## config.mk

```make
export PLATFORM = sky130hd
export DESIGN_NAME = status_flags_reg
export DESIGN_NICKNAME = d
export VERILOG_FILES = /design/src/rtl/status_pkg.sv /design/src/rtl/status_ctrl.sv /design/src/rtl/status_datapath.sv /design/src/rtl/status_flags_reg.sv
export SDC_FILE = /design/constraint.sdc
export NUM_CORES = 1
export LEC_CHECK = 0
export ABC_AREA = 1
export BUFFER_PORTS_ARGS = -buffer_cell sky130_fd_sc_hd__buf_2
export CORE_AREA = 8 8 45 47
export CTS_CLUSTER_DIAMETER = 150
export DETAILED_ROUTE_END_ITERATION = 6
export DIE_AREA = 0 0 53 55
export PLACE_DENSITY = 0.67
export SKIP_CTS_REPAIR_TIMING = 1
export SLEW_MARGIN = 25
export SYNTH_ARGS = -nofsm -noshare
export SYNTH_HDL_FRONTEND = slang
export SYNTH_SLANG_ARGS = --single-unit
```

## constraint.sdc

```tcl
create_clock -name clk -period 0.8 [get_ports clk]
set_input_delay 0.24 -clock clk [delete_from_list [all_inputs] [get_ports clk]]
set_output_delay 0.24 -clock clk [all_outputs]
set_load 0.05 [all_outputs]
```

## src/rtl/status_pkg.sv

```systemverilog
package status_pkg;
  localparam int ARITH_FLAGS = 4;
  localparam int PDF_BIT = ARITH_FLAGS;
  localparam int TO_BIT = ARITH_FLAGS + 1;

  typedef struct packed {
    logic [ARITH_FLAGS-1:0] arithLoad;
    logic arithFromSw;
    logic pdfSet;
    logic pdfClr;
    logic toSet;
    logic toClr;
  } flagStrobes_t;
endpackage

```

## src/rtl/status_ctrl.sv

```systemverilog
module status_ctrl
  import status_pkg::*;
#(
  parameter int ADDR_W = 8,
  parameter logic [ADDR_W-1:0] STATUS_ADDR = 8'h0A
) (
  input  logic                   swWrEn,
  input  logic [ADDR_W-1:0]      swAddr,
  input  logic [ARITH_FLAGS-1:0] aluUpdEn,
  input  logic                   haltPulse,
  input  logic                   clrWdtPulse,
  input  logic                   wdtTimeoutPulse,
  output flagStrobes_t           strobes
);
  logic wrHit;

  always_comb begin
    wrHit = swWrEn && (swAddr == STATUS_ADDR);
    // A store claims every arithmetic flag, overriding the ALU.
    strobes.arithLoad = wrHit ? '1 : aluUpdEn;
    strobes.arithFromSw = wrHit;
    // Sleep flag: halt sets, and wins over clear-watchdog.
    strobes.pdfSet = haltPulse;
    strobes.pdfClr = clrWdtPulse && !haltPulse;
    // Expiry flag: timeout sets, and wins over both clearing events.
    strobes.toSet = wdtTimeoutPulse;
    strobes.toClr = (clrWdtPulse || haltPulse) && !wdtTimeoutPulse;
  end
endmodule

```

## src/rtl/status_datapath.sv

```systemverilog
module status_datapath
  import status_pkg::*;
#(
  parameter int DATA_W = 8
) (
  input  logic                   clk,
  input  logic                   rstN,
  input  flagStrobes_t           strobes,
  input  logic [ARITH_FLAGS-1:0] aluFlagVal,
  input  logic [ARITH_FLAGS-1:0] swFlagData,
  output logic [DATA_W-1:0]      statusWord
);
  localparam int PAD_W = DATA_W - ARITH_FLAGS - 2;

  logic [ARITH_FLAGS-1:0] arithQ;
  logic pdfQ;
  logic toQ;

  for (genvar i = 0; i < ARITH_FLAGS; i++) begin : g_arith
    always_ff @(posedge clk or negedge rstN) begin
      if (!rstN) arithQ[i] <= 1'b0;
      else if (strobes.arithLoad[i])
        arithQ[i] <= strobes.arithFromSw ? swFlagData[i] : aluFlagVal[i];
    end
  end

  always_ff @(posedge clk or negedge rstN) begin
    if (!rstN) begin
      pdfQ <= 1'b0;
      toQ <= 1'b0;
    end else begin
      if (strobes.pdfSet) pdfQ <= 1'b1;
      else if (strobes.pdfClr) pdfQ <= 1'b0;
      if (strobes.toSet) toQ <= 1'b1;
      else if (strobes.toClr) toQ <= 1'b0;
    end
  end

  always_comb begin
    statusWord = '0;
    statusWord[ARITH_FLAGS-1:0] = arithQ;
    statusWord[PDF_BIT] = pdfQ;
    statusWord[TO_BIT] = toQ;
  end

  assert_pad_zero_R2: assert property (@(posedge clk) disable iff (!rstN)
    statusWord[DATA_W-1:DATA_W-PAD_W] == '0);
  assert_protected_hold_R6: assert property (@(posedge clk) disable iff (!rstN)
    !(strobes.pdfSet || strobes.pdfClr || strobes.toSet || strobes.toClr)
      |=> $stable({pdfQ, toQ}));
  assert_arith_hold_R3: assert property (@(posedge clk) disable iff (!rstN)
    (strobes.arithLoad == '0) |=> $stable(arithQ));
  assert_sw_wins_R7: assert property (@(posedge clk) disable iff (!rstN)
    strobes.arithFromSw |=> (arithQ == $past(swFlagData)));
  assert_halt_sets_R8: assert property (@(posedge clk) disable iff (!rstN)
    strobes.pdfSet |=> pdfQ);
  assert_timeout_sets_R10: assert property (@(posedge clk) disable iff (!rstN)
    strobes.toSet |=> toQ);
endmodule

```

## src/rtl/status_flags_reg.sv

```systemverilog
module status_flags_reg
  import status_pkg::*;
#(
  parameter int DATA_W = 8,
  parameter int ADDR_W = 8,
  parameter logic [ADDR_W-1:0] STATUS_ADDR = 8'h0A
) (
  input  logic                   clk,
  input  logic                   rstN,
  input  logic [ARITH_FLAGS-1:0] aluUpdEn,
  input  logic [ARITH_FLAGS-1:0] aluFlagVal,
  input  logic                   swWrEn,
  input  logic [ADDR_W-1:0]      swAddr,
  input  logic [DATA_W-1:0]      swWrData,
  input  logic                   haltPulse,
  input  logic                   clrWdtPulse,
  input  logic                   wdtTimeoutPulse,
  output logic [DATA_W-1:0]      statusRd
);
  flagStrobes_t strobes;
  logic unusedHiData;

  assign unusedHiData = ^swWrData[DATA_W-1:ARITH_FLAGS];

  status_ctrl #(.ADDR_W(ADDR_W), .STATUS_ADDR(STATUS_ADDR)) i_ctrl (
    .swWrEn(swWrEn),
    .swAddr(swAddr),
    .aluUpdEn(aluUpdEn),
    .haltPulse(haltPulse),
    .clrWdtPulse(clrWdtPulse),
    .wdtTimeoutPulse(wdtTimeoutPulse),
    .strobes(strobes)
  );

  status_datapath #(.DATA_W(DATA_W)) i_dp (
    .clk(clk),
    .rstN(rstN),
    .strobes(strobes),
    .aluFlagVal(aluFlagVal),
    .swFlagData(swWrData[ARITH_FLAGS-1:0]),
    .statusWord(statusRd)
  );
endmodule

```

==> impl_results.md <==
- Worst skew pair latency: 0.24 ns
- Clock Skews: 0 ns
- Iter 0 DRT Violations: 8
- CP Capture Type: output port
- Proportion of layout cells with a drive suffix above 1: 51.11%
- Finished Layout Cells: 106
- Hpwl dp: 906.9 um
- WHS: between 0.15 and 0.2 ns
- Library cells used by synthesis: 12
- RSZ-0062 raised after global routing: true
- Delay-heaviest family, CP: flip-flops
- Number of global-route vias before repair: 471
- Rows: 14
- Top cell type's share of synthesized area: between 30% and 40%
- Port bufs: 31
- Setup crit start kind: register
- Antenna violations before repair: 0
- DIE AREA: 2915 um2
- Worst EP required: 0.56 ns
- Hold Path Class: in2reg
- Global Route Usage Sum: 8.288%
- H-tree depth: 1
- Final antenna-violating net count: 0
- DRT Pass-1 Iters: 3
- Clock Sink Count: 6
- DR vias/cell: 4.208
- DRT Wirelength: 1060 um
- Synth area leaders: dfrtp_1, nand2_1, buf_4
- Final Cycle Share: 130.9%
- Status: finished with violations
- Clk Tree Root Cell: clkbuf_4
- Hold path startpoint: wdtTimeoutPulse
- CP Buf/Inv Count: 1
- Mapped Area: roughly 390 um2
- Area delta synth->final: 64.29%
- Synthesized instance count: 55
- Flops & latches, synth: 6
- I/O Pins: 38
- RR Startpoint: i_dp.pdfQ
- Setup TNS: -1.410 ns
- Fin crit period: 1.047 ns
- Worst Setup SP: i_dp.statusWord[2]
- CTS tree: built
- Leading area contributor after synthesis: dfrtp_1
- Clock slew seen by the registers of the worst setup and hold paths: 0.05 ns
- Count of pins over their slew limit: 0
- TritonCTS buffer count: 3
- Clock Path Buffers: 2
- Worst path max stage delay: 0.41 ns
- # DRC: 0
- CP max FO: 2
- WL/cell: 10.00 um
- Area of the core: 1384 um2
- CP arrival: roughly 0.81 ns
- Worst VDD drop: around 0.00055 V
- DR vias: 446
- Largest net degree at the start of global routing: 7
- Initial Utilization: around 28%
- Failing checks: setup timing
- Final layout net count: 121
- Placed cells: 100
- Crit path max-delay cell type: dfrtp_2
- Max-Cap Viols: 0
- First-pass GRT wire length: 1738 um
- CP cell instances: buf_6
- Fin worst setup slack: -0.2474 ns
- Leak: about 0.36 nW
- Die Height: roughly 55 um
- Ant. Diodes: 0
- Synthesized area per cell: between 7 and 8 um2
- Commonest non-fill, non-tap cell in the layout: buf_2
- Final hold viol count: 0
- FMAX: 0.9548 GHz
- Cell area power density: about 1600 nW/um2
- Seq/Total Area, Yosys: about two fifths
- Worst Setup Path Type: reg2out
- Grt ovf: 0
- Most frequent cells in the layout: buf_2, nand2_1, inv_1
- # setup viols final: 6
- Final Wtd Congestion: 0.6644
- Chip Width: 53 um
- YS warnings: 0
cell type report:
cell class | instances | area, um2
flip-flops and latches | 6 | 155.1
repair buffers | 34 | 217.7
inverters | 8 | 30.03
well taps | 16 | 20.02
fillers | 140 | 750.7
multi-input cells | 38 | 183.9
clock buffers | 4 | 26.28
stage by stage:
| stage | worst slack [ns] | cell area (um2) | power, mW | utilization [%] |
|---|---|---|---|---|
| detailed placement | -0.1823 | 546.8 | 0.6339 | 39.51 |
| floorplan | -0.03818 | 394.1 | 0.5394 | - |
| global placement | -0.1522 | 546.8 | 0.6289 | 39.51 |
| CTS | -0.3229 | 573.1 | 0.9684 | 41.41 |
| finish | -0.2474 | 633.1 | 0.9820 | 45.75 |
| global route | -0.2692 | 633.1 | 1.042 | 45.75 |
synthesized netlist by cell type:
cell type	number
a21o_1	2
buf_4	4
conb_1	1
dfrtp_1	6
inv_1	8
nand2_1	16
nand2_2	2
nand3_1	5
nor2_1	4
nor2_2	2
nor2_4	1
o21ai_0	4
power by group:
group | internal, mW | leakage [nW] | switching [mW]
clock | 0.190 | 0.0150 | 0.119
combinational | 0.131 | 0.281 | 0.192
sequential | 0.333 | 0.0666 | 0.0174
registers in the layout, indices dropped and copies added (netlist names):
signal,cells
i_dp.pdfQ,1
i_dp.statusWord,4
i_dp.toQ,1
kinds of logic after synthesis:
group,Yosys count,share of synthesized area [%]
flops,6,38.96
simple gates,30,35.39
buf+inv,12,15.59
compound gates,6,9.090
other cells,1,0.9731
metal layers:
| layer | vias to the layer above | share of wire (%) | track usage (%) |
|---|---|---|---|
| li1 | 232 | - | - |
| met1 | 186 | 38 | 8.308 |
| met2 | 26 | 46 | 12.11 |
| met3 | 2 | 14 | 5.348 |
| met4 | 0 | 1.7 | 6.466 |
| met5 | - | 0 | 0 |
final timing paths:
check | end | slack [ns] | cells past startpoint
max | statusRd[2] | -0.25 | 1
min | i_dp.toQ | 0.18 | 2
max reg2reg | i_dp.pdfQ | 0.01 | 2
min reg2reg | i_dp.toQ | 0.50 | 1
max in group asynchronous | i_dp.statusWord[0] | 0.30 | 2
min in group asynchronous | i_dp.statusWord[1] | 0.34 | 2
No activity file was read; power rests on OpenSTA's default activity.
